## src/rtl/lpm_wake_pkg.sv

```systemverilog
package lpm_wake_pkg;
    localparam int REG_W     = 8;
    localparam int CTRL_ADDR = 0;
    localparam int MODE_ADDR = 1;
    localparam int MASK_ADDR = 2;

    typedef enum logic [1:0] {
        MODE_RUN  = 2'b00,
        MODE_WAIT = 2'b01,
        MODE_DOZE = 2'b10,
        MODE_STOP = 2'b11
    } lp_mode_e;

    typedef enum logic [2:0] {
        ST_RUN,
        ST_GATE,
        ST_ARMED,
        ST_WAKE,
        ST_ACKW
    } seq_state_e;
endpackage

```

## src/rtl/lpm_wake_regs.sv

```systemverilog
module lpm_wake_regs
    import lpm_wake_pkg::*;
#(
    parameter int ADDR_W = 2,
    parameter int LVL_W  = 3
) (
    input  logic              clk,
    input  logic              rst_n,
    input  logic              wr_en,
    input  logic [ADDR_W-1:0] addr,
    input  logic [REG_W-1:0]  wdata,
    output logic [REG_W-1:0]  rdata,
    output logic              stop_en,
    output logic [LVL_W-1:0]  thr,
    output lp_mode_e          mode,
    output logic [1:0]        mask,
    output logic              entry_ok
);
    localparam int EN_BIT  = REG_W - 1;
    localparam int THR_MSB = EN_BIT - 1;
    localparam int THR_LSB = EN_BIT - LVL_W;

    typedef struct packed {
        logic             stop_en;
        logic [LVL_W-1:0] thr;
        lp_mode_e         mode;
        logic [1:0]       mask;
    } cfg_t;

    cfg_t cfg_d, cfg_q;

    always_comb begin
        cfg_d = cfg_q;
        if (wr_en) begin
            case (int'(addr))
                CTRL_ADDR: begin
                    cfg_d.stop_en = wdata[EN_BIT];
                    cfg_d.thr     = wdata[THR_MSB:THR_LSB];
                end
                MODE_ADDR: cfg_d.mode = lp_mode_e'(wdata[1:0]);
                MASK_ADDR: cfg_d.mask = wdata[1:0];
                default: ;
            endcase
        end
    end

    always_ff @(posedge clk or negedge rst_n) begin
        if (!rst_n) begin
            cfg_q <= '{stop_en: 1'b0, thr: '0, mode: MODE_RUN, mask: 2'b00};
        end else begin
            cfg_q <= cfg_d;
        end
    end

    always_comb begin
        rdata = '0;
        case (int'(addr))
            CTRL_ADDR: begin
                rdata[EN_BIT]          = cfg_q.stop_en;
                rdata[THR_MSB:THR_LSB] = cfg_q.thr;
            end
            MODE_ADDR: rdata[1:0] = cfg_q.mode;
            MASK_ADDR: rdata[1:0] = cfg_q.mask;
            default: ;
        endcase
    end

    assign stop_en  = cfg_q.stop_en;
    assign thr      = cfg_q.thr;
    assign mode     = cfg_q.mode;
    assign mask     = cfg_q.mask;
    assign entry_ok = (cfg_q.mode != MODE_RUN) &&
                      ((cfg_q.mode != MODE_STOP) || cfg_q.stop_en);
endmodule

```

## src/rtl/lpm_wake_qual.sv

```systemverilog
module lpm_wake_qual
    import lpm_wake_pkg::*;
#(
    parameter int LVL_W = 3
) (
    input  lp_mode_e         mode,
    input  logic [LVL_W-1:0] thr,
    input  logic [1:0]       mask,
    input  logic [LVL_W-1:0] irq_level,
    input  logic             irq_fixed,
    output logic             qualify
);
    logic above;
    logic src_ok;

    assign above = irq_level > thr;

    always_comb begin
        case (mode)
            MODE_STOP: src_ok = irq_fixed;
            MODE_WAIT: src_ok = irq_fixed || mask[0];
            MODE_DOZE: src_ok = irq_fixed || mask[1];
            default:   src_ok = 1'b0;
        endcase
    end

    assign qualify = above && src_ok;
endmodule

```

## src/rtl/lpm_wake_seq.sv

```systemverilog
module lpm_wake_seq
    import lpm_wake_pkg::*;
(
    input  logic     clk,
    input  logic     rst_n,
    input  logic     stop_exec,
    input  logic     entry_ok,
    input  lp_mode_e mode_cfg,
    input  logic     qualify,
    input  logic     wake_ack,
    output lp_mode_e act_mode,
    output logic     core_clk_en,
    output logic     exit_req,
    output logic     lp_active
);
    typedef struct packed {
        seq_state_e st;
        lp_mode_e   mode;
        logic       exit_p;
        logic       clk_en;
        logic       lp;
    } seq_t;

    seq_t s_d, s_q;

    always_comb begin
        s_d = s_q;
        case (s_q.st)
            ST_RUN: begin
                if (stop_exec && entry_ok) begin
                    s_d.st   = ST_GATE;
                    s_d.mode = mode_cfg;
                end
            end
            ST_GATE:  s_d.st = ST_ARMED;
            ST_ARMED: if (qualify) s_d.st = ST_WAKE;
            ST_WAKE:  s_d.st = wake_ack ? ST_RUN : ST_ACKW;
            ST_ACKW:  if (wake_ack) s_d.st = ST_RUN;
            default:  s_d.st = ST_RUN;
        endcase
        s_d.exit_p = (s_d.st == ST_WAKE);
        s_d.clk_en = (s_d.st == ST_RUN) || (s_d.st == ST_WAKE) || (s_d.st == ST_ACKW);
        s_d.lp     = (s_d.st != ST_RUN);
    end

    always_ff @(posedge clk or negedge rst_n) begin
        if (!rst_n) begin
            s_q <= '{st: ST_RUN, mode: MODE_RUN, exit_p: 1'b0, clk_en: 1'b1, lp: 1'b0};
        end else begin
            s_q <= s_d;
        end
    end

    assign act_mode    = s_q.mode;
    assign core_clk_en = s_q.clk_en;
    assign exit_req    = s_q.exit_p;
    assign lp_active   = s_q.lp;

    p_exit_pulse_r10: assert property (@(posedge clk) disable iff (!rst_n)
        exit_req |=> !exit_req);
    p_exit_clk_r10: assert property (@(posedge clk) disable iff (!rst_n)
        exit_req |-> core_clk_en);
    p_clk_hold_r6: assert property (@(posedge clk) disable iff (!rst_n)
        $fell(core_clk_en) |=> !core_clk_en);
    p_gated_lp_r4: assert property (@(posedge clk) disable iff (!rst_n)
        !core_clk_en |-> lp_active);
    p_lp_hold_r11: assert property (@(posedge clk) disable iff (!rst_n)
        (lp_active && core_clk_en && !wake_ack) |=> lp_active);
    p_ignore_r5: assert property (@(posedge clk) disable iff (!rst_n)
        (!lp_active && stop_exec && !entry_ok) |=> (core_clk_en && !lp_active));
endmodule

```

## src/rtl/lpm_wake_ctrl.sv

```systemverilog
module lpm_wake_ctrl
    import lpm_wake_pkg::*;
#(
    parameter int ADDR_W = 2,
    parameter int LVL_W  = 3
) (
    input  logic              clk,
    input  logic              rst_n,
    input  logic              reg_wr_en,
    input  logic [ADDR_W-1:0] reg_addr,
    input  logic [REG_W-1:0]  reg_wdata,
    output logic [REG_W-1:0]  reg_rdata,
    input  logic              stop_exec,
    input  logic [LVL_W-1:0]  irq_level,
    input  logic              irq_fixed,
    input  logic              wake_ack,
    output logic              core_clk_en,
    output logic              exit_req,
    output logic              lp_active
);
    logic             stop_en_w;
    logic [LVL_W-1:0] thr_w;
    lp_mode_e         mode_w;
    lp_mode_e         act_mode_w;
    logic [1:0]       mask_w;
    logic             entry_ok_w;
    logic             qualify_w;

    lpm_wake_regs #(.ADDR_W(ADDR_W), .LVL_W(LVL_W)) u_regs (
        .clk      (clk),
        .rst_n    (rst_n),
        .wr_en    (reg_wr_en),
        .addr     (reg_addr),
        .wdata    (reg_wdata),
        .rdata    (reg_rdata),
        .stop_en  (stop_en_w),
        .thr      (thr_w),
        .mode     (mode_w),
        .mask     (mask_w),
        .entry_ok (entry_ok_w)
    );

    lpm_wake_qual #(.LVL_W(LVL_W)) u_qual (
        .mode      (act_mode_w),
        .thr       (thr_w),
        .mask      (mask_w),
        .irq_level (irq_level),
        .irq_fixed (irq_fixed),
        .qualify   (qualify_w)
    );

    lpm_wake_seq u_seq (
        .clk         (clk),
        .rst_n       (rst_n),
        .stop_exec   (stop_exec),
        .entry_ok    (entry_ok_w),
        .mode_cfg    (mode_w),
        .qualify     (qualify_w),
        .wake_ack    (wake_ack),
        .act_mode    (act_mode_w),
        .core_clk_en (core_clk_en),
        .exit_req    (exit_req),
        .lp_active   (lp_active)
    );

    p_level_r7: assert property (@(posedge clk) disable iff (!rst_n)
        exit_req |-> ($past(irq_level) > $past(thr_w)));
    p_stop_fixed_r8: assert property (@(posedge clk) disable iff (!rst_n)
        (exit_req && act_mode_w == MODE_STOP) |-> $past(irq_fixed));
    p_stop_perm_r4: assert property (@(posedge clk) disable iff (!rst_n)
        (!lp_active && stop_exec && mode_w == MODE_STOP && !stop_en_w) |=> !lp_active);
endmodule

```

## config.mk

```make
export PLATFORM = sky130hd
export DESIGN_NAME = lpm_wake_ctrl
export DESIGN_NICKNAME = d
export VERILOG_FILES = /design/src/rtl/lpm_wake_pkg.sv /design/src/rtl/lpm_wake_regs.sv /design/src/rtl/lpm_wake_qual.sv /design/src/rtl/lpm_wake_seq.sv /design/src/rtl/lpm_wake_ctrl.sv
export SDC_FILE = /design/constraint.sdc
export NUM_CORES = 1
export LEC_CHECK = 0
export ABC_AREA = 1
export ABC_CLOCK_PERIOD_IN_PS = 3900
export BUFFER_PORTS_ARGS = -buffer_cell sky130_fd_sc_hd__buf_2
export CAP_MARGIN = 10
export CORE_MARGIN = 4
export CORE_UTILIZATION = 53
export DETAILED_ROUTE_END_ITERATION = 16
export PLACE_DENSITY = 0.87
export SYNTH_ARGS = -nofsm -noshare
export SYNTH_HDL_FRONTEND = slang
export SYNTH_HIERARCHICAL = 1
export SYNTH_SLANG_ARGS = --single-unit
```

## constraint.sdc

```tcl
create_clock -name clk -period 3.9 [get_ports clk]
set_clock_uncertainty 0.15 [all_clocks]
set_input_delay 0.78 -clock clk [delete_from_list [all_inputs] [get_ports clk]]
set_output_delay 0.78 -clock clk [all_outputs]
set_load 0.1 [all_outputs]
```

# ---- Word level (Yosys, flattened, before mapping)
# Cells that the tools add are included.
dict set report totals {
  register_bits 16
  inputBits 19
  out_inout_bits 11
  word_cells 47
}
dict set report op_classes {
  n_lt_le_gt_ge 1
  eq_ne 12
  muxes 8
  reduce_logical 17
}
# cell n
set op_table {}
lappend op_table {{3-bit one-hot mux with 5 select lines} 1}
lappend op_table {{3-bit by 2-bit == test with 1-bit output (second input constant)} 3}
lappend op_table {{3-bit 2-to-1 mux} 3}
lappend op_table {{2-bit AND reduction} 4}
lappend op_table {{2-bit == test (second input constant)} 3}
lappend op_table {{3-bit == test (second input constant)} 2}
lappend op_table {{3-bit logical NOT} 2}
lappend op_table {{1-bit logical OR} 5}
lappend op_table {{5-bit 2-to-1 mux} 1}
lappend op_table {{2-bit by 1-bit == test with 1-bit output (second input constant)} 2}
lappend op_table {{4-bit 2-to-1 mux} 1}
lappend op_table {{2-bit one-hot mux with 2 select lines} 1}
lappend op_table {{3-bit by 1-bit == test with 1-bit output (second input constant)} 1}
lappend op_table {{3-bit > comparator} 1}
lappend op_table {{1-bit logical AND} 3}
lappend op_table {{1-bit one-hot mux with 3 select lines} 1}
lappend op_table {{3-bit nonzero test} 1}
lappend op_table {{2-bit logical NOT} 1}
lappend op_table {{2-bit inequality test (second input constant)} 1}
lappend op_table {{2-bit nonzero test} 1}

# ---- Longest topological paths before layout
dict set report depth {
  ltp_word 9
  ltp_mapped 12
  mapped_depth_nobuf 11
}

# ---- Modules after synthesis
# Netlist, hierarchy kept.
# mod instances cells_each area_each_um2 seq_area_each_um2
set by_module_without_submodules {}
lappend by_module_without_submodules {lpm_wake_regs 1 61 446.7 200.2}
lappend by_module_without_submodules {lpm_wake_seq 1 39 360.3 201.4}
lappend by_module_without_submodules {lpm_wake_qual 1 26 163.9 0.0}

# ---- Worst setup path after synthesis
# OpenSTA, ideal clock, no wires.
dict set report synth_timing {
  path_type {input to output}
  from {in reg_addr[0]}
  to {out reg_rdata[0]}
  t_arrival_ns 2.579
  required_ns 2.970
  setup_slack_ns 0.391
  stages 4
  path_buffers 0
  path_cell_list {inv_1 > ha_1 > inv_1 > a21oi_1}
}
dict set report synth_via {
  elab_chain_len 2
  word_cells_on_any_way 3
  classes_between {eq/ne: 2; mux: 1}
}
# element line_no
set synth_lines {}
lappend synth_lines {{start, declared} lpm_wake_ctrl.sv:10} ;# input logic [ADDR_W-1:0] reg_addr,
lappend synth_lines {{2-bit == test or 2-bit by 1-bit == test with 1-bit output (tied branches)} lpm_wake_regs.sv:57} ;# case (int'(addr))
lappend synth_lines {{2-bit one-hot mux with 2 select lines *} lpm_wake_regs.sv:57}
lappend synth_lines {{end, declared} lpm_wake_ctrl.sv:12} ;# output logic [REG_W-1:0] reg_rdata,
# Every way passes the cells marked *; elsewhere a longest branch is shown, timed or not.

# ---- Worst setup path after layout
dict set report layout_timing {
  from {in reg_addr[0]}
  to {out reg_rdata[7]}
}
dict set report layout_via {
  elab_chain_len 2
}
# element line_no
set layout_lines {}
lappend layout_lines {{2-bit logical NOT} lpm_wake_regs.sv:57}
lappend layout_lines {{4-bit 2-to-1 mux} lpm_wake_regs.sv:57}
# Every way passes these cells.

==> impl_metrics.ini <==
[routing]
drc = 0
vias_per_cell = 4.76
routed_wl_microns = 1890
drtAntennaViolNets = 0
dr_total_vias = 837
detail_route.first_pass.iterations = 4
wl_per_cell_microns = 10.7
first_iter_violations = 26

[cts]
cts_hold_buf = 0
ctsResizeCount = 0
cts_max_level = 1
numClockSinks = 16
root_buffer = clkbuf_4
clock_latency_ns = 0.28
cts_tree = built
cts-buffers-inserted = 3
clkTransAtPathRegs_ns = 0.10
clockBufferDepth = 2
post_cts_buffers = 0

[yosys]
ys_ff_latch = 16
synth_area_sq_um = 971
yosys_warnings = 6
synth_cells = 126
yosysTopAreaCellShare = 0.387
synth_commonest_cells = 41 x nand2_1, 21 x inv_1, 15 x dfrtp_1
netlist.top_cell.by_area = dfrtp_1
synth.most_common_cell = nand2_1
synth_cell_types = 19
synth_edf_count = 0
synthTopCellsByArea = dfrtp_1 39%, nand2_1 16%, ha_1 12%
ys_seq_area_frac = 0.414
async_reset_ff_frac = 1.00
ys.flop_type = dfrtp_1
synth.avg_cell_area_sq_um = 7.71

[worst_setup_path]
crit_type = in -> out
cp_num_buf_inv = 4
crit_arrival_ns = 1.84
cp_max_fo = 9
worst_path_max_delay_cell = buf_2
crit_path_end_kind = primary output
crit_family = buffers and inverters
worstPathRequired_ns = 2.97
cpPeakStageDelay_ns = 0.41
worstSetupStartpointType = input pin
cp_cell_sequence = buf_2 -> inv_1 -> ha_1 -> nand2_1 -> inv_1 -> buf_2

[sta]
period_needed_ns = 2.77
rsz0062_at_grt = false
setup_slack_ns = 1.13
fmax_mhz = 361
tns_ns = 0
finalSetupViolations = 0
drv_slew = 0
hold_violations = 0
fin_crit_sh = 0.709
whs_ns = 0.240

[global_routing]
grt_antenna_before_repair = 0
grt_pass1_vias = 787
grt_overflow_total = 0
grt.total_usage = 0.165
grt_start_max_net_pins = 17
grt_first_pass_wirelength_microns = 3220

[place]
placed_area_sq_um = 1100
io_buffer_count = 25
dp_cells = 172
dp_hpwl_microns = 1580
gp_congestion = 0.780
place_ws_ns = 1.13

[final_layout]
fin_area_sq_um = 1120
antenna_cells = 0
nets = 180
fill_cells = 157
finalNonFillerCells = 176
syn_to_final_growth_pct = 15.6
final_core_util = 0.650
layout-drive-gt1-share = 0.265

[floorplan]
die_width_microns = 50.8
fp-row-count = 15
core_sq_um = 1730
die-area_sq_um = 2580
io_pins = 30
start_util = 0.562
die_h_microns = 50.8

[flow_run]
cap_viol_max_count = 0

[min_path]
hold_path_class = in -> async

[status]
status = finished, final reports clean

[power_and_ir_drop]
p_total_uw = 673
leakagePower_nw = 0.674
vdd_drop_max_v = 0.000387
p_per_area_nw_per_um2 = 600
-- placed cells by master (no fill, tap or decap) --
| cell type | synthesis | routed |
|---|---|---|
| o21ai_1 | 4 | 4 |
| inv_2 | 4 | 4 |
| clkbuf_4 | 0 | 3 |
| nand2_1 | 41 | 41 |
| ha_1 | 9 | 9 |
| conb_1 | 1 | 2 |
| nor2_1 | 4 | 4 |
| nand2_2 | 1 | 1 |
| a21oi_1 | 3 | 3 |
| nor2_4 | 2 | 2 |
| nand3_2 | 1 | 1 |
| clkbuf_1 | 0 | 1 |
| nand3_1 | 8 | 8 |
| dfrtp_1 | 15 | 15 |
| inv_1 | 21 | 21 |
| nand3b_1 | 2 | 2 |
| nor2_2 | 3 | 3 |
| dfstp_2 | 1 | 1 |
| o21bai_1 | 1 | 1 |
| buf_2 | 1 | 25 |
-- final cells by class --
| type | instances | area, sq um | area share |
|---|---|---|---|
| timing repair buffer | 25 | 125 | 0.111 |
| multi-input combinational | 81 | 444 | 0.396 |
| tap | 25 | 31.3 | 0.0279 |
| clock buffer | 4 | 26.3 | 0.0234 |
| sequential | 16 | 402 | 0.358 |
| inverter | 25 | 93.8 | 0.0836 |
-- power by group --
group / total, mW / switching [mW] / internal (mW) / leakage [nW]
Clock: 0.0889 / 0.0493 / 0.0396 / 0.0150
Sequential: 0.251 / 0.0354 / 0.216 / 0.200
Combinational: 0.333 / 0.249 / 0.0840 / 0.459
-- sequential cells by signal, indices dropped and copies added (netlist names) --
name / flops
u_seq/s_q: 3
u_regs/mode: 2
u_seq/act_mode: 2
u_seq/lp_active: 1
u_seq/core_clk_en: 1
u_regs/thr: 3
u_seq/exit_req: 1
u_regs/mask: 2
u_regs/stop_en: 1
-- worst paths after layout --
kind,from,end,slack [ns],cells after the start
hold reg to reg,u_regs/thr[1]$_DFFE_PN0P_,u_regs/thr[1]$_DFFE_PN0P_,0.36,2
setup / recovery,reg_addr[0],reg_rdata[7],1.13,6
hold / removal,rst_n,u_seq/act_mode[0]$_DFFE_PN0P_,0.24,1
setup reg to reg,u_regs/thr[2]$_DFFE_PN0P_,u_seq/lp_active$_DFF_PN0_,2.20,10
min in group clk,u_regs/thr[1]$_DFFE_PN0P_,u_regs/thr[1]$_DFFE_PN0P_,0.36,2
max in group asynchronous,rst_n,u_seq/core_clk_en$_DFF_PN1_,3.05,1
-- logic make-up (layout without fill, tap and decap cells) --
family	after synthesis	in the layout	synth area share
AOI/OAI and AO/OA	8	8	0.0438
other	1	2	0.00386
and+or+nand+nor	62	62	0.290
adders and majority gates	9	9	0.116
DFF	16	16	0.414
buffers and inverters	30	54	0.133
-- per-layer routing --
metal,share of wire,vias up,wire [microns],track usage
met5,0,-,0,0
met4,0.012,0,23,0.0673
met2,0.53,17,1010,0.307
met3,0.031,2,59,0.0237
met1,0.42,396,799,0.186
li1,-,422,-,-
No activity file was read; power rests on OpenSTA's default activity.
